### src/rtl/uart_rb_pkg.sv
package uart_rb_pkg;

    localparam int NREG     = 19;

    localparam int IDX_DATA = 0;
    localparam int IDX_RSR  = 1;
    localparam int IDX_FLAG = 6;
    localparam int IDX_ILPR = 8;
    localparam int IDX_IBRD = 9;
    localparam int IDX_FBRD = 10;
    localparam int IDX_LCR  = 11;
    localparam int IDX_CR   = 12;
    localparam int IDX_IFLS = 13;
    localparam int IDX_MASK = 14;
    localparam int IDX_RAW  = 15;
    localparam int IDX_MIS  = 16;
    localparam int IDX_CLR  = 17;
    localparam int IDX_DMA  = 18;

    localparam int IRQ_W  = 11;
    localparam int IRQ_TX = 5;
    localparam int IRQ_RX = 4;

    localparam int ILPR_W = 8;
    localparam int IBRD_W = 16;
    localparam int FBRD_W = 6;
    localparam int LCR_W  = 8;
    localparam int CR_W   = 16;
    localparam int IFLS_W = 6;
    localparam int DMA_W  = 3;
    localparam int FLAG_W = 9;
    localparam int RXD_W  = 12;
    localparam int TXD_W  = 8;

    localparam int ID_N   = 8;
    localparam int ID_SW  = $clog2(ID_N);

    localparam logic [CR_W-1:0]   CR_RST   = 16'h0300;
    localparam logic [IFLS_W-1:0] IFLS_RST = 6'h12;
    localparam logic [FLAG_W-1:0] FLAG_RST = 9'h090;

    function automatic logic [7:0] id_byte(input logic [ID_SW-1:0] sel);
        logic [7:0] b;
        case (sel)
            3'd0:    b = 8'h11;
            3'd1:    b = 8'h10;
            3'd2:    b = 8'h14;
            3'd3:    b = 8'h00;
            3'd4:    b = 8'h0D;
            3'd5:    b = 8'hF0;
            3'd6:    b = 8'h05;
            default: b = 8'hB1;
        endcase
        return b;
    endfunction

    function automatic bit can_read(input int idx);
        return (idx == IDX_DATA) || (idx == IDX_RSR) || (idx == IDX_FLAG) ||
               ((idx >= IDX_ILPR) && (idx <= IDX_MIS)) || (idx == IDX_DMA);
    endfunction

    function automatic bit can_write(input int idx);
        return (idx == IDX_DATA) || (idx == IDX_RSR) || (idx == IDX_FLAG) ||
               ((idx >= IDX_ILPR) && (idx <= IDX_MASK)) ||
               (idx == IDX_CLR) || (idx == IDX_DMA);
    endfunction

endpackage

### src/rtl/uart_rb_decode.sv
module uart_rb_decode
    import uart_rb_pkg::*;
#(
    parameter int ADDR_W = 12
) (
    input  logic              clk,
    input  logic              rst_n,
    input  logic [ADDR_W-1:0] addr,
    input  logic              rd,
    input  logic              wr,
    output logic [NREG-1:0]   rd_sel,
    output logic [NREG-1:0]   wr_sel,
    output logic              id_hit,
    output logic [ID_SW-1:0]  id_sel,
    output logic              err_o
);

    localparam int IDX_W  = ADDR_W - 2;
    localparam int ID_LO  = (1 << IDX_W) - ID_N;

    typedef struct packed {
        logic err;
    } dec_t;

    logic [IDX_W-1:0] idx;
    logic             rd_ok;
    logic             wr_ok;
    dec_t             st_d, st_q;

    assign idx = addr[ADDR_W-1:2];

    for (genvar g = 0; g < NREG; g++) begin : g_sel
        localparam bit RD_OK = can_read(g);
        localparam bit WR_OK = can_write(g);
        assign rd_sel[g] = RD_OK && rd && (idx == IDX_W'(g));
        assign wr_sel[g] = WR_OK && wr && (idx == IDX_W'(g));
    end

    assign id_hit = rd && (idx >= IDX_W'(ID_LO));
    assign id_sel = idx[ID_SW-1:0];
    assign rd_ok  = (|rd_sel) || id_hit;
    assign wr_ok  = |wr_sel;

    always_comb begin
        st_d     = st_q;
        st_d.err = (rd && !rd_ok) || (wr && !wr_ok);
    end

    always_ff @(posedge clk) begin
        if (!rst_n) st_q <= '0;
        else        st_q <= st_d;
    end

    assign err_o = st_q.err;

    assert_err_follows_access_R9: assert property (@(posedge clk) disable iff (!rst_n)
        err_o |-> $past(rd || wr));

    assert_err_single_R9: assert property (@(posedge clk) disable iff (!rst_n)
        (err_o && !$past(rd || wr, 1)) |-> 1'b0) else $error("err without access");

endmodule

### src/rtl/uart_rb_cfg.sv
module uart_rb_cfg
    import uart_rb_pkg::*;
#(
    parameter int DATA_W = 32
) (
    input  logic              clk,
    input  logic              rst_n,
    input  logic [NREG-1:0]   wr_sel,
    input  logic [DATA_W-1:0] wdata,
    input  logic              flag_upd,
    input  logic [FLAG_W-1:0] flag_val,
    output logic [ILPR_W-1:0] ilpr,
    output logic [IBRD_W-1:0] ibrd,
    output logic [FBRD_W-1:0] fbrd,
    output logic [LCR_W-1:0]  lcr,
    output logic [CR_W-1:0]   cr,
    output logic [IFLS_W-1:0] ifls,
    output logic [DMA_W-1:0]  dma,
    output logic [FLAG_W-1:0] flags,
    output logic              dma_unsup
);

    typedef struct packed {
        logic [ILPR_W-1:0] ilpr;
        logic [IBRD_W-1:0] ibrd;
        logic [FBRD_W-1:0] fbrd;
        logic [LCR_W-1:0]  lcr;
        logic [CR_W-1:0]   cr;
        logic [IFLS_W-1:0] ifls;
        logic [DMA_W-1:0]  dma;
        logic [FLAG_W-1:0] flags;
        logic              unsup;
    } cfg_t;

    cfg_t st_d, st_q;

    always_comb begin
        st_d       = st_q;
        st_d.unsup = 1'b0;
        if (wr_sel[IDX_ILPR]) st_d.ilpr = wdata[ILPR_W-1:0];
        if (wr_sel[IDX_IBRD]) st_d.ibrd = wdata[IBRD_W-1:0];
        if (wr_sel[IDX_FBRD]) st_d.fbrd = wdata[FBRD_W-1:0];
        if (wr_sel[IDX_LCR])  st_d.lcr  = wdata[LCR_W-1:0];
        if (wr_sel[IDX_CR])   st_d.cr   = wdata[CR_W-1:0];
        if (wr_sel[IDX_IFLS]) st_d.ifls = wdata[IFLS_W-1:0];
        if (wr_sel[IDX_DMA]) begin
            st_d.dma   = wdata[DMA_W-1:0];
            st_d.unsup = |wdata[1:0];
        end
        // bus writes to the flags word are dropped; only the status strobe loads it
        if (flag_upd) st_d.flags = flag_val;
    end

    always_ff @(posedge clk) begin
        if (!rst_n) begin
            st_q       <= '0;
            st_q.cr    <= CR_RST;
            st_q.ifls  <= IFLS_RST;
            st_q.flags <= FLAG_RST;
        end else begin
            st_q <= st_d;
        end
    end

    assign ilpr      = st_q.ilpr;
    assign ibrd      = st_q.ibrd;
    assign fbrd      = st_q.fbrd;
    assign lcr       = st_q.lcr;
    assign cr        = st_q.cr;
    assign ifls      = st_q.ifls;
    assign dma       = st_q.dma;
    assign flags     = st_q.flags;
    assign dma_unsup = st_q.unsup;

    assert_flags_write_ignored_R7: assert property (@(posedge clk) disable iff (!rst_n)
        (wr_sel[IDX_FLAG] && !flag_upd) |=> $stable(flags));

    assert_dma_unsup_pulse_R10: assert property (@(posedge clk) disable iff (!rst_n)
        (wr_sel[IDX_DMA] && (wdata[1:0] != 2'b00)) |=> dma_unsup);

    assert_dma_unsup_cause_R10: assert property (@(posedge clk) disable iff (!rst_n)
        dma_unsup |-> $past(wr_sel[IDX_DMA]));

endmodule

### src/rtl/uart_rb_irq.sv
module uart_rb_irq
    import uart_rb_pkg::*;
(
    input  logic             clk,
    input  logic             rst_n,
    input  logic [NREG-1:0]  wr_sel,
    input  logic [IRQ_W-1:0] wdata,
    input  logic             rx_evt,
    output logic [IRQ_W-1:0] raw,
    output logic [IRQ_W-1:0] mask,
    output logic             irq
);

    typedef struct packed {
        logic [IRQ_W-1:0] raw;
        logic [IRQ_W-1:0] mask;
        logic             irq;
    } irq_t;

    irq_t             st_d, st_q;
    logic [IRQ_W-1:0] set_v;
    logic [IRQ_W-1:0] clr_v;

    always_comb begin
        set_v         = '0;
        set_v[IRQ_TX] = wr_sel[IDX_DATA];
        set_v[IRQ_RX] = rx_evt;
        clr_v         = wr_sel[IDX_CLR] ? wdata : '0;

        st_d      = st_q;
        // a set arriving with a clear of the same bit wins so no event is lost
        st_d.raw  = (st_q.raw & ~clr_v) | set_v;
        if (wr_sel[IDX_MASK]) st_d.mask = wdata;
        st_d.irq  = |(st_d.raw & st_d.mask);
    end

    always_ff @(posedge clk) begin
        if (!rst_n) st_q <= '0;
        else        st_q <= st_d;
    end

    assign raw  = st_q.raw;
    assign mask = st_q.mask;
    assign irq  = st_q.irq;

    assert_irq_level_R5: assert property (@(posedge clk) disable iff (!rst_n)
        irq == ((raw & mask) != '0));

    assert_tx_sets_raw_R2: assert property (@(posedge clk) disable iff (!rst_n)
        wr_sel[IDX_DATA] |=> raw[IRQ_TX]);

    assert_rx_sets_raw_R3: assert property (@(posedge clk) disable iff (!rst_n)
        rx_evt |=> raw[IRQ_RX]);

    assert_clear_drops_bit_R4: assert property (@(posedge clk) disable iff (!rst_n)
        (wr_sel[IDX_CLR] && wdata[IRQ_TX] && !wr_sel[IDX_DATA]) |=> !raw[IRQ_TX]);

endmodule

### src/rtl/uart_regbank.sv
module uart_regbank
    import uart_rb_pkg::*;
#(
    parameter int ADDR_W = 12,
    parameter int DATA_W = 32
) (
    input  logic              clk,
    input  logic              rst_n,
    input  logic [ADDR_W-1:0] bus_addr,
    input  logic              bus_wr,
    input  logic [DATA_W-1:0] bus_wdata,
    input  logic              bus_rd,
    output logic [DATA_W-1:0] bus_rdata,
    output logic              bus_err,
    output logic [TXD_W-1:0]  tx_byte,
    output logic              tx_valid,
    input  logic [RXD_W-1:0]  rx_head,
    output logic              rx_pop,
    input  logic              rx_evt,
    input  logic              flag_upd,
    input  logic [FLAG_W-1:0] flag_val,
    output logic              dma_unsup,
    output logic              irq
);

    logic [NREG-1:0]   rd_sel;
    logic [NREG-1:0]   wr_sel;
    logic              id_hit;
    logic [ID_SW-1:0]  id_sel;
    logic [ILPR_W-1:0] ilpr;
    logic [IBRD_W-1:0] ibrd;
    logic [FBRD_W-1:0] fbrd;
    logic [LCR_W-1:0]  lcr;
    logic [CR_W-1:0]   cr;
    logic [IFLS_W-1:0] ifls;
    logic [DMA_W-1:0]  dma;
    logic [FLAG_W-1:0] flags;
    logic [IRQ_W-1:0]  raw;
    logic [IRQ_W-1:0]  mask;

    uart_rb_decode #(.ADDR_W(ADDR_W)) u_dec (
        .clk    (clk),
        .rst_n  (rst_n),
        .addr   (bus_addr),
        .rd     (bus_rd),
        .wr     (bus_wr),
        .rd_sel (rd_sel),
        .wr_sel (wr_sel),
        .id_hit (id_hit),
        .id_sel (id_sel),
        .err_o  (bus_err)
    );

    uart_rb_cfg #(.DATA_W(DATA_W)) u_cfg (
        .clk       (clk),
        .rst_n     (rst_n),
        .wr_sel    (wr_sel),
        .wdata     (bus_wdata),
        .flag_upd  (flag_upd),
        .flag_val  (flag_val),
        .ilpr      (ilpr),
        .ibrd      (ibrd),
        .fbrd      (fbrd),
        .lcr       (lcr),
        .cr        (cr),
        .ifls      (ifls),
        .dma       (dma),
        .flags     (flags),
        .dma_unsup (dma_unsup)
    );

    uart_rb_irq u_irq (
        .clk    (clk),
        .rst_n  (rst_n),
        .wr_sel (wr_sel),
        .wdata  (bus_wdata[IRQ_W-1:0]),
        .rx_evt (rx_evt),
        .raw    (raw),
        .mask   (mask),
        .irq    (irq)
    );

    always_comb begin
        bus_rdata = '0;
        if (id_hit)                 bus_rdata = DATA_W'(id_byte(id_sel));
        else if (rd_sel[IDX_DATA])  bus_rdata = DATA_W'(rx_head);
        else if (rd_sel[IDX_FLAG])  bus_rdata = DATA_W'(flags);
        else if (rd_sel[IDX_ILPR])  bus_rdata = DATA_W'(ilpr);
        else if (rd_sel[IDX_IBRD])  bus_rdata = DATA_W'(ibrd);
        else if (rd_sel[IDX_FBRD])  bus_rdata = DATA_W'(fbrd);
        else if (rd_sel[IDX_LCR])   bus_rdata = DATA_W'(lcr);
        else if (rd_sel[IDX_CR])    bus_rdata = DATA_W'(cr);
        else if (rd_sel[IDX_IFLS])  bus_rdata = DATA_W'(ifls);
        else if (rd_sel[IDX_MASK])  bus_rdata = DATA_W'(mask);
        else if (rd_sel[IDX_RAW])   bus_rdata = DATA_W'(raw);
        else if (rd_sel[IDX_MIS])   bus_rdata = DATA_W'(raw & mask);
        else if (rd_sel[IDX_DMA])   bus_rdata = DATA_W'(dma);
    end

    assign tx_valid = wr_sel[IDX_DATA];
    assign tx_byte  = bus_wdata[TXD_W-1:0];
    assign rx_pop   = rd_sel[IDX_DATA];

    assert_rx_pop_on_read_R11: assert property (@(posedge clk) disable iff (!rst_n)
        rx_pop |-> (bus_rd && !bus_wr));

    assert_err_reads_zero_R9: assert property (@(posedge clk) disable iff (!rst_n)
        (bus_rd && !id_hit && (rd_sel == '0)) |-> (bus_rdata == '0));

endmodule

### config.mk
export PLATFORM = sky130hd
export DESIGN_NAME = uart_regbank
export DESIGN_NICKNAME = d
export VERILOG_FILES = /design/src/rtl/uart_rb_pkg.sv /design/src/rtl/uart_rb_decode.sv /design/src/rtl/uart_rb_cfg.sv /design/src/rtl/uart_rb_irq.sv /design/src/rtl/uart_regbank.sv
export SDC_FILE = /design/constraint.sdc
export NUM_CORES = 1
export LEC_CHECK = 0
export BUFFER_PORTS_ARGS = -buffer_cell sky130_fd_sc_hd__buf_2
export CAP_MARGIN = 40
export CORE_MARGIN = 2
export CORE_UTILIZATION = 50
export CTS_BUF_LIST = sky130_fd_sc_hd__clkbuf_16
export CTS_CLUSTER_SIZE = 8
export DETAILED_ROUTE_END_ITERATION = 7
export PLACE_DENSITY_LB_ADDON = 0.1
export RECOVER_POWER = 100
export REMOVE_ABC_BUFFERS = 1
export SYNTH_ARGS = -nofsm -noshare
export SYNTH_HDL_FRONTEND = slang
export SYNTH_HIERARCHICAL = 1
export SYNTH_SLANG_ARGS = --single-unit
### constraint.sdc
create_clock -name clk -period 17.43 [get_ports clk]
set_clock_uncertainty 0.2 [all_clocks]
set_input_delay 5.229 -clock clk [delete_from_list [all_inputs] [get_ports clk]]
set_output_delay 5.229 -clock clk [all_outputs]
set_load 0.005 [all_outputs]
==> results of run 1 <==
-- state kept, by name, summed over array words and instances, names as in the netlist, 3 cells and up --
| signal | cells |
|---|---|
| u_cfg/fbrd | 6 |
| u_cfg/dma | 3 |
| u_irq/mask | 11 |
| u_cfg/ifls | 6 |
| u_cfg/cr | 16 |
| u_cfg/lcr | 8 |
| u_irq/raw | 11 |
| u_cfg/ilpr | 8 |
| u_cfg/ibrd | 16 |
| u_cfg/flags | 9 |
-- critical path, delay by kind of cell --
family / cells / cell delay (ps)
AOI/OAI and AO/OA: 4 / 920
and+or+nand+nor: 5 / 2180
buffers and inverters: 3 / 690
-- how the worst max path moves through the flow --
stage	startpoint	cells past startpoint	to
floorplan	bus_addr[7]	9	bus_rdata[7]
global placement	bus_addr[7]	11	bus_rdata[1]
detailed placement	bus_addr[7]	12	bus_rdata[1]
CTS	bus_addr[7]	12	bus_rdata[1]
global route	bus_addr[7]	12	bus_rdata[7]
finish	bus_addr[7]	12	bus_rdata[7]
-- cell usage in the layout, fill, tap and decap left out, drive strengths merged, types with 3 or more instances in the layout --
| master | count |
|---|---|
| and3 | 8 |
| a221o | 6 |
| clkbuf | 31 |
| o22ai | 4 |
| a22o | 3 |
| nand2 | 41 |
| a222oi | 3 |
| o21ai | 23 |
| a21o | 8 |
| o21a | 4 |
| nand2b | 6 |
| a21oi | 13 |
| nand3b | 7 |
| nor2b | 71 |
| buf | 70 |
| o221ai | 10 |
| a31oi | 4 |
| clkinv | 4 |
| a22oi | 6 |
| mux2i | 84 |
| dfxtp | 97 |
| a211oi | 3 |
| or2 | 3 |
| o211ai | 4 |
| inv | 11 |
| nor2 | 61 |
| nor3 | 6 |
| nand3 | 8 |
| conb | 16 |
| a221oi | 7 |
-- metal layers --
layer | track usage (%) | share of wire [%] | wire length, µm
met1 | 32.5 | 46 | 6170
met2 | 39.1 | 47 | 6340
met3 | 5.03 | 6.3 | 852
met4 | 7.14 | 1.1 | 155
met5 | 0 | 0 | 0
-- where the power goes --
part	total (mW)	switching, mW	leakage [nW]	internal, mW
clock	0.194	0.0839	0.140	0.110
sequential	0.224	0.000798	0.784	0.223
combinational	0.0270	0.0159	1.18	0.0111
total	0.445	0.101	2.11	0.344
-- cell type report --
| class | instances | area share (%) |
|---|---|---|
| timing repair buffer | 92 | 8.39 |
| clock buffer | 9 | 3.89 |
| inverter | 11 | 0.714 |
| sequential | 97 | 33.6 |
| multi-input combinational | 433 | 49.4 |
| tap | 136 | 2.94 |
| clock inverter | 7 | 1.08 |
-- through the flow --
step	cell area, µm²	util, %	std cells	hold WS (ps)
after floorplan	4860	-	541	231
after detailed placement	5560	54.3	769	251
after global placement	5480	53.6	763	246
final	5790	56.5	785	263
after global routing	5790	56.5	785	281
after CTS	5840	57.1	785	261
==> run metrics, run 1 <==
status=complete, but fails checks; failing checks=capacitance limit, slew limit; register area=1940 µm²; post-place setup slack=3640 ps; die width=106 µm; Min-Delay Path Class=register to register; CTS Root Cell=clkbuf_16; Core Area=10,200 µm²; relative slew slack=-104%; area of the multi-input gates=2860 µm²; worst reg2reg path depth=4; routability cong.=0.863; cells along the critical path=buf_2, or4_1, nor3_1, nand3_1, nor2_1, clkbuf_1, nor2b_1, a21o_1, a311o_1, a221oi_2, o21ai_0, buf_2; Synth Cell Area=5240 µm²; clk buf depth=2; hold endpoint=u_irq/raw[6]$_SDFF_PN0_; CTS resizes=0; GRT Overall Usage=24.2%; CP startpoint kind=primary input; Avg WL per Cell=17.2 µm; Post-Syn Area per Cell=8.88 µm²; Setup WS post-layout=3000 ps; number of global-route vias before repair=4,168; global-route wire length before repair=21,500 µm; total gr overflow=0; Syn Inst Count=590; post-CTS setup buffers=0; min-delay src=u_irq/raw[6]$_SDFF_PN0_; maximum clock frequency=69.3 MHz; htree depth=3; filler cell count=974; 1st-iter DRT viols=298; initial antenna violation count=0; clock-pin slew on the worst setup and hold paths=70 ps; clock latency at the later pin of the worst-skew pair=340 ps; Diodes inserted=0; Tcrit/Tclk final=82.8%; final count of pins violating max slew=85; CTS tree=yes; CP max stage cell=or4_1; boundary pin count=116; layout cells sized above 1=14.5%; Static Leak=2.11 nW; R2R Setup Slk=15,930 ps; cts hold-fix bufs=0; Yosys warning total=6; Vias per Instance=5.68; CTS Sinks=97; starting density of the core=51.2%; row count=37; WP data arrival=9010 ps; final setup vio count=0; R2R Path End=u_irq/irq$_SDFF_PN0_; DRC violations left=0; setup TNS=0 ps; # nets final=715; final hold violations=0; r2r startpoint=u_irq/mask[8]$_SDFF_PN0_; Max Cap Viol=1; worst setup path category=primary input to primary output; Slew @ Worst Pin=3050 ps; P&R area growth vs syn=10.4%; crit end category=primary output; remaining antenna violation count=0; final WL=13,500 µm; TritonCTS buffer count=9; WP data required=12,000 ps; Total Power=445 µW; port buffer count=81; Largest stage delay, worst path=580 ps; Hold Path Depth=2; Die Height=106 µm; maximum number of pins on one net before global-route repair=85; HPWL Detailed=9700 µm; CP dominant cell by count=buf_2; fin crit period=14,430 ps; CP max FO=10; die area=11,300 µm²; Via Count=4,457; RSZ-0062 raised after global routing=no; worst vdd ir=0.0581 mV; PD cells=76.9 nW/µm²; DRT Pass-1 Iters=6
Note: power is estimated with default switching activity, not from simulation.
==> inputs of run 2 (changes only) <==
==> constraint.sdc (replaced) <==
create_clock -name clk -period 14.85 [get_ports clk]
set_clock_uncertainty 0.2 [all_clocks]
set_input_delay 4.455 -clock clk [delete_from_list [all_inputs] [get_ports clk]]
set_output_delay 4.455 -clock clk [all_outputs]
set_load 0.005 [all_outputs]
==> run 2 against run 1 <==
The run still ends with capacitance limit, slew limit left. Die area is the same. Register-to-register slack got worse by 2600 ps. Critical path depth is the same. Setup slack worse by 990 ps. Utilization shrank 0.27 points. Power up 13%. Largest power group unchanged. Non-clock buffer count stayed put. Highest routed layer unchanged. Sequential share of layout area up 0.16 points. Critical endpoint is now bus_rdata[1]. Clock-buffer cell count is the same.
==> run metrics, run 2 (synthesis gave the netlist of run 1 again) <==
status=complete, but fails checks; failing checks=capacitance limit, slew limit; WP data required=10,190 ps; Tcrit/Tclk final=86.5%; CTS tree=yes; cts hold-fix bufs=0; PD cells=87.6 nW/µm²; CTS resizes=0; total gr overflow=0; Setup crit end=bus_rdata[1]; maximum clock frequency=77.8 MHz; layout cells sized above 1=14.5%; clock latency at the later pin of the worst-skew pair=340 ps; final setup vio count=0; maximum number of pins on one net before global-route repair=85; clk buf depth=2; Core Area=10,200 µm²; final count of pins violating max slew=85; post-CTS setup buffers=0; Avg WL per Cell=17.3 µm; Vias per Instance=5.70; relative slew slack=-108%; Min-Delay Path Class=register to register; cells along the critical path=buf_2, or4_1, nor3_1, nand3_1, nor2_1, clkbuf_1, o21a_1, o22ai_1, a2111oi_0, o21ai_0, o21ai_0, clkbuf_1; worst vdd ir=0.0629 mV; Max Cap Viol=1; 1st-iter DRT viols=313; row count=37; Die Height=106 µm; GRT Overall Usage=24.3%; Static Leak=2.10 nW; CTS Root Cell=clkbuf_16; starting density of the core=51.2%; Diodes inserted=0; initial antenna violation count=0; Top delay family on crit path=simple AND/OR/NAND/NOR gates; CTS Sinks=97; Sw Pwr=118 µW; most frequent cells in the layout=dfxtp_1, mux2i_1, nor2b_1; crit end category=primary output; min-delay src=u_irq/raw[1]$_SDFF_PN0_; final WL=13,600 µm; DRC violations left=0; utilization after layout=56.3%; Slew @ Worst Pin=3120 ps; final hold violations=0; Placed Cells=769; CP max stage cell=a2111oi_0; die area=11,300 µm²; routability cong.=0.862; global-route wire length before repair=21,300 µm; port buffer count=81; Seq pwr share=52.2%; die width=106 µm; Largest stage delay, worst path=630 ps; origin of the worst setup path=bus_addr[7]; R2R Path End=u_irq/irq$_SDFF_PN0_; final cell count without fillers=785; DRT Pass-1 Iters=5; HPWL Detailed=9700 µm; commonest non-fill, non-tap cell in the layout=dfxtp_1; number of global-route vias before repair=4,066; worst setup path category=primary input to primary output; WP data arrival=8190 ps; Net Sw Frac=23.4%; Comb pwr share=6.3%; R2R Setup Slk=13,340 ps; critical path depth=12; CP max FO=10; boundary pin count=116; r2r startpoint=u_irq/mask[8]$_SDFF_PN0_; Worst Path Buf+Inv=3; RSZ-0062 raised after global routing=no; TritonCTS buffer count=9; P&R area growth vs syn=9.91%; Via Count=4,475; Clock power frac=41.6%; remaining antenna violation count=0; htree depth=3; fin crit period=12,850 ps; internal power=387 µW; setup TNS=0 ps; worst reg2reg path depth=4; CP startpoint kind=primary input; clock-pin slew on the worst setup and hold paths=70 ps; # nets final=715
run 2: cell count changes in the layout (fill, tap and decap cells not counted), sizes merged:
cell / change
clkinvlp: +1
bufinv: -1
run 2: worst min path at each step:
stage                                      end  slack [ps]  depth (start not counted)
floorplan           u_cfg/ifls[1]$_SDFFE_PN1P_         230                          2
global placement    u_cfg/ifls[1]$_SDFFE_PN1P_         250                          2
detailed placement     u_irq/raw[6]$_SDFF_PN0_         250                          2
CTS                    u_irq/raw[6]$_SDFF_PN0_         260                          2
global route           u_irq/raw[6]$_SDFF_PN0_         280                          2
finish                 u_irq/raw[1]$_SDFF_PN0_         260                          2
run 2: power by group through the flow:
stage          Sequential (mW)  Combinational, mW  Clock [mW]
4_1_cts                  0.263             0.0318       0.215
3_3_place_gp             0.269             0.0312           0
5_1_grt                  0.263             0.0347       0.227
3_5_place_dp             0.269             0.0317           0
6_report                 0.263             0.0317       0.210
2_1_floorplan            0.269             0.0113           0
run 2: area by class of cell:
class	instances	area, µm²
fill	960	4470
multi-input combinational	433	2850
sequential	97	1940
timing repair buffer	92	488
clock buffer	9	225
tap	136	170
inverter	11	41.3
clock inverter	7	38.8
run 2: routing by layer:
layer / vias up / share of wire, % / track usage (%)
met4: 0 / 2.0 / 10.2
met3: 20 / 6.2 / 3.56
li1: 2154 / - / -
met2: 171 / 46 / 37.5
met1: 2130 / 46 / 33.8
met5: - / 0 / 0
run 2: worst register-to-register path: stages (launching register included):
cell and delay, ps:
dfxtp_1 320, mux2i_1 160, nand3b_1 130, o221ai_1 140, o41a_1 440
run 2: stage by stage:
| step | hold slack [ps] | cell area [µm²] | power (mW) | worst slack [ps] |
|---|---|---|---|---|
| floorplan | 231 | 4860 | 0.280 | 3330 |
| global placement | 246 | 5480 | 0.300 | 2370 |
| detailed placement | 252 | 5560 | 0.301 | 2620 |
| CTS | 262 | 5820 | 0.510 | 2610 |
| global route | 277 | 5760 | 0.525 | 1780 |
| finish | 260 | 5760 | 0.504 | 2000 |
==> inputs of run 3 (changes only) <==
--- a/config.mk
+++ b/config.mk
@@ -5,13 +5,13 @@
 export SDC_FILE = /design/constraint.sdc
 export NUM_CORES = 1
 export LEC_CHECK = 0
-export BUFFER_PORTS_ARGS = -buffer_cell sky130_fd_sc_hd__buf_2
 export CAP_MARGIN = 40
 export CORE_MARGIN = 2
 export CORE_UTILIZATION = 50
 export CTS_BUF_LIST = sky130_fd_sc_hd__clkbuf_16
 export CTS_CLUSTER_SIZE = 8
 export DETAILED_ROUTE_END_ITERATION = 7
+export DONT_BUFFER_PORTS = 1
 export PLACE_DENSITY_LB_ADDON = 0.1
 export RECOVER_POWER = 100
 export REMOVE_ABC_BUFFERS = 1
==> run 3 against run 2 <==
The flow now finishes without violations. Power increased by 0.92%. Design area shrank 7.0%. Cell count down 10%. Global-route usage decreased by 0.24 points. Sequential power about the same. Die area did not move. Clock power up 11%. First-iteration DRC count fell by 8.3%. Sequential cell count did not move. Largest cell class unchanged.
==> run metrics, run 3 (synthesis gave the netlist of run 1 again) <==
status=complete, no violations; cts hold-fix bufs=0; boundary pin count=116; WP data required=10,190 ps; Comb pwr share=2.5%; routability cong.=0.856; TritonCTS buffer count=9; Clock power frac=45.8%; final count of pins violating max slew=0; clk buf depth=2; PD cells=95.0 nW/µm²; crit end category=primary output; die area=11,300 µm²; commonest non-fill, non-tap cell in the layout=dfxtp_1; final hold violations=0; DRC violations left=0; Die Height=106 µm; number of global-route vias before repair=3,866; Tcrit/Tclk final=85.4%; RSZ-0062 raised after global routing=no; P&R area growth vs syn=2.27%; row count=37; # nets final=633; CTS tree=yes; Seq pwr share=51.7%; CTS resizes=0; CTS Root Cell=clkbuf_16; Net Sw Frac=21.4%; worst vdd ir=0.0516 mV; final cell count without fillers=703; Avg WL per Cell=19.1 µm; 1st-iter DRT viols=287; CP startpoint kind=primary input; maximum number of pins on one net before global-route repair=85; remaining antenna violation count=0; total gr overflow=0; Max Cap Viol=0; Diodes inserted=0; maximum clock frequency=78.9 MHz; most frequent cells in the layout=dfxtp_1, mux2i_1, nor2b_1; port buffer count=0; HPWL Detailed=9550 µm; initial antenna violation count=0; Vias per Instance=5.87; GRT Overall Usage=24.1%; DRT Pass-1 Iters=5; global-route wire length before repair=20,900 µm; Placed Cells=687; Core Area=10,200 µm²; htree depth=3; filler cell count=1,011; relative slew slack=36.7%; internal power=400 µW; clock-pin slew on the worst setup and hold paths=70 ps; CP max FO=8; layout cells sized above 1=4.59%; worst setup path category=primary input to primary output; die width=106 µm; setup TNS=0 ps; post-CTS setup buffers=0; clock latency at the later pin of the worst-skew pair=340 ps; final setup vio count=0; fin crit period=12,680 ps; Via Count=4,125; WP data arrival=8020 ps; final WL=13,400 µm; Sw Pwr=109 µW; Slew @ Worst Pin=949 ps; Min-Delay Path Class=register to register; Static Leak=1.80 nW; CTS Sinks=97; starting density of the core=51.2%
[run 3: changes by cell type in the layout (fill, tap and decap cells not counted), moves of 2 or more]
| cell | change |
|---|---|
| buf_2 | -61 |
| buf_4 | -2 |
| clkbuf_1 | -13 |
| clkbuf_2 | -4 |
| clkinvlp_4 | -2 |
| inv_6 | +2 |
| nor2_1 | +2 |
| nor2_2 | -2 |
[run 3: routing by layer]
metal  vias up  global-route usage [%]  part of all wire, %
met5         -                       0                    0
met4         0                    7.71                  1.8
met3        16                    6.32                  7.2
met2       149                    37.2                   46
met1      1957                    32.7                   45
li1       2003                       -                    -
[run 3: layout make-up]
type	count	area [µm²]	area share [%]
multi-input cells	433	2850	53.3
well taps	136	170	3.18
repair buffers	10	56.3	1.05
clock inverters	7	68.8	1.28
inverters	11	41.3	0.771
flip-flops and latches	97	1940	36.2
clock buffers	9	225	4.20
[run 3: per-stage QoR]
stage / worst slack, ps / utilization (%) / hold WS, ps / cell area [µm²] / power [mW]
final: 2170 / 52.4 / 263 / 5360 / 0.509
after floorplan: 3330 / - / 231 / 4860 / 0.280
after global placement: 2920 / 49.7 / 247 / 5080 / 0.282
after global routing: 1990 / 52.4 / 289 / 5360 / 0.527
after CTS: 2870 / 53.1 / 263 / 5440 / 0.513
after detailed placement: 2870 / 50.3 / 252 / 5140 / 0.282
[run 3: path summary, 6_finish.rpt]
kind,start,end,slack [ps],cells past startpoint
worst min register to register,u_irq/raw[6]$_SDFF_PN0_,u_irq/raw[6]$_SDFF_PN0_,260,2
worst max register to register,u_irq/mask[8]$_SDFF_PN0_,u_irq/irq$_SDFF_PN0_,13340,4
worst min-delay path,u_irq/raw[6]$_SDFF_PN0_,u_irq/raw[6]$_SDFF_PN0_,260,2
worst max-delay path,bus_addr[7],bus_rdata[6],2170,9
[run 3: worst max-delay path, cell delays in order]
cell and delay [ps]:
or4_1 570, nor3_1 560, nand3_1 360, nor2_1 530
nor2b_1 630, o221ai_1 210, a221oi_1 300, a211oi_1 70
o21ai_0 330
[run 3: power by group through the flow]
stage | registers [mW] | clock network [mW] | logic, mW
final | 0.263 | 0.233 | 0.0127
after CTS | 0.263 | 0.237 | 0.0128
after global placement | 0.269 | 0 | 0.0125
after detailed placement | 0.269 | 0 | 0.0127
after floorplan | 0.269 | 0 | 0.0113
after global routing | 0.263 | 0.250 | 0.0140
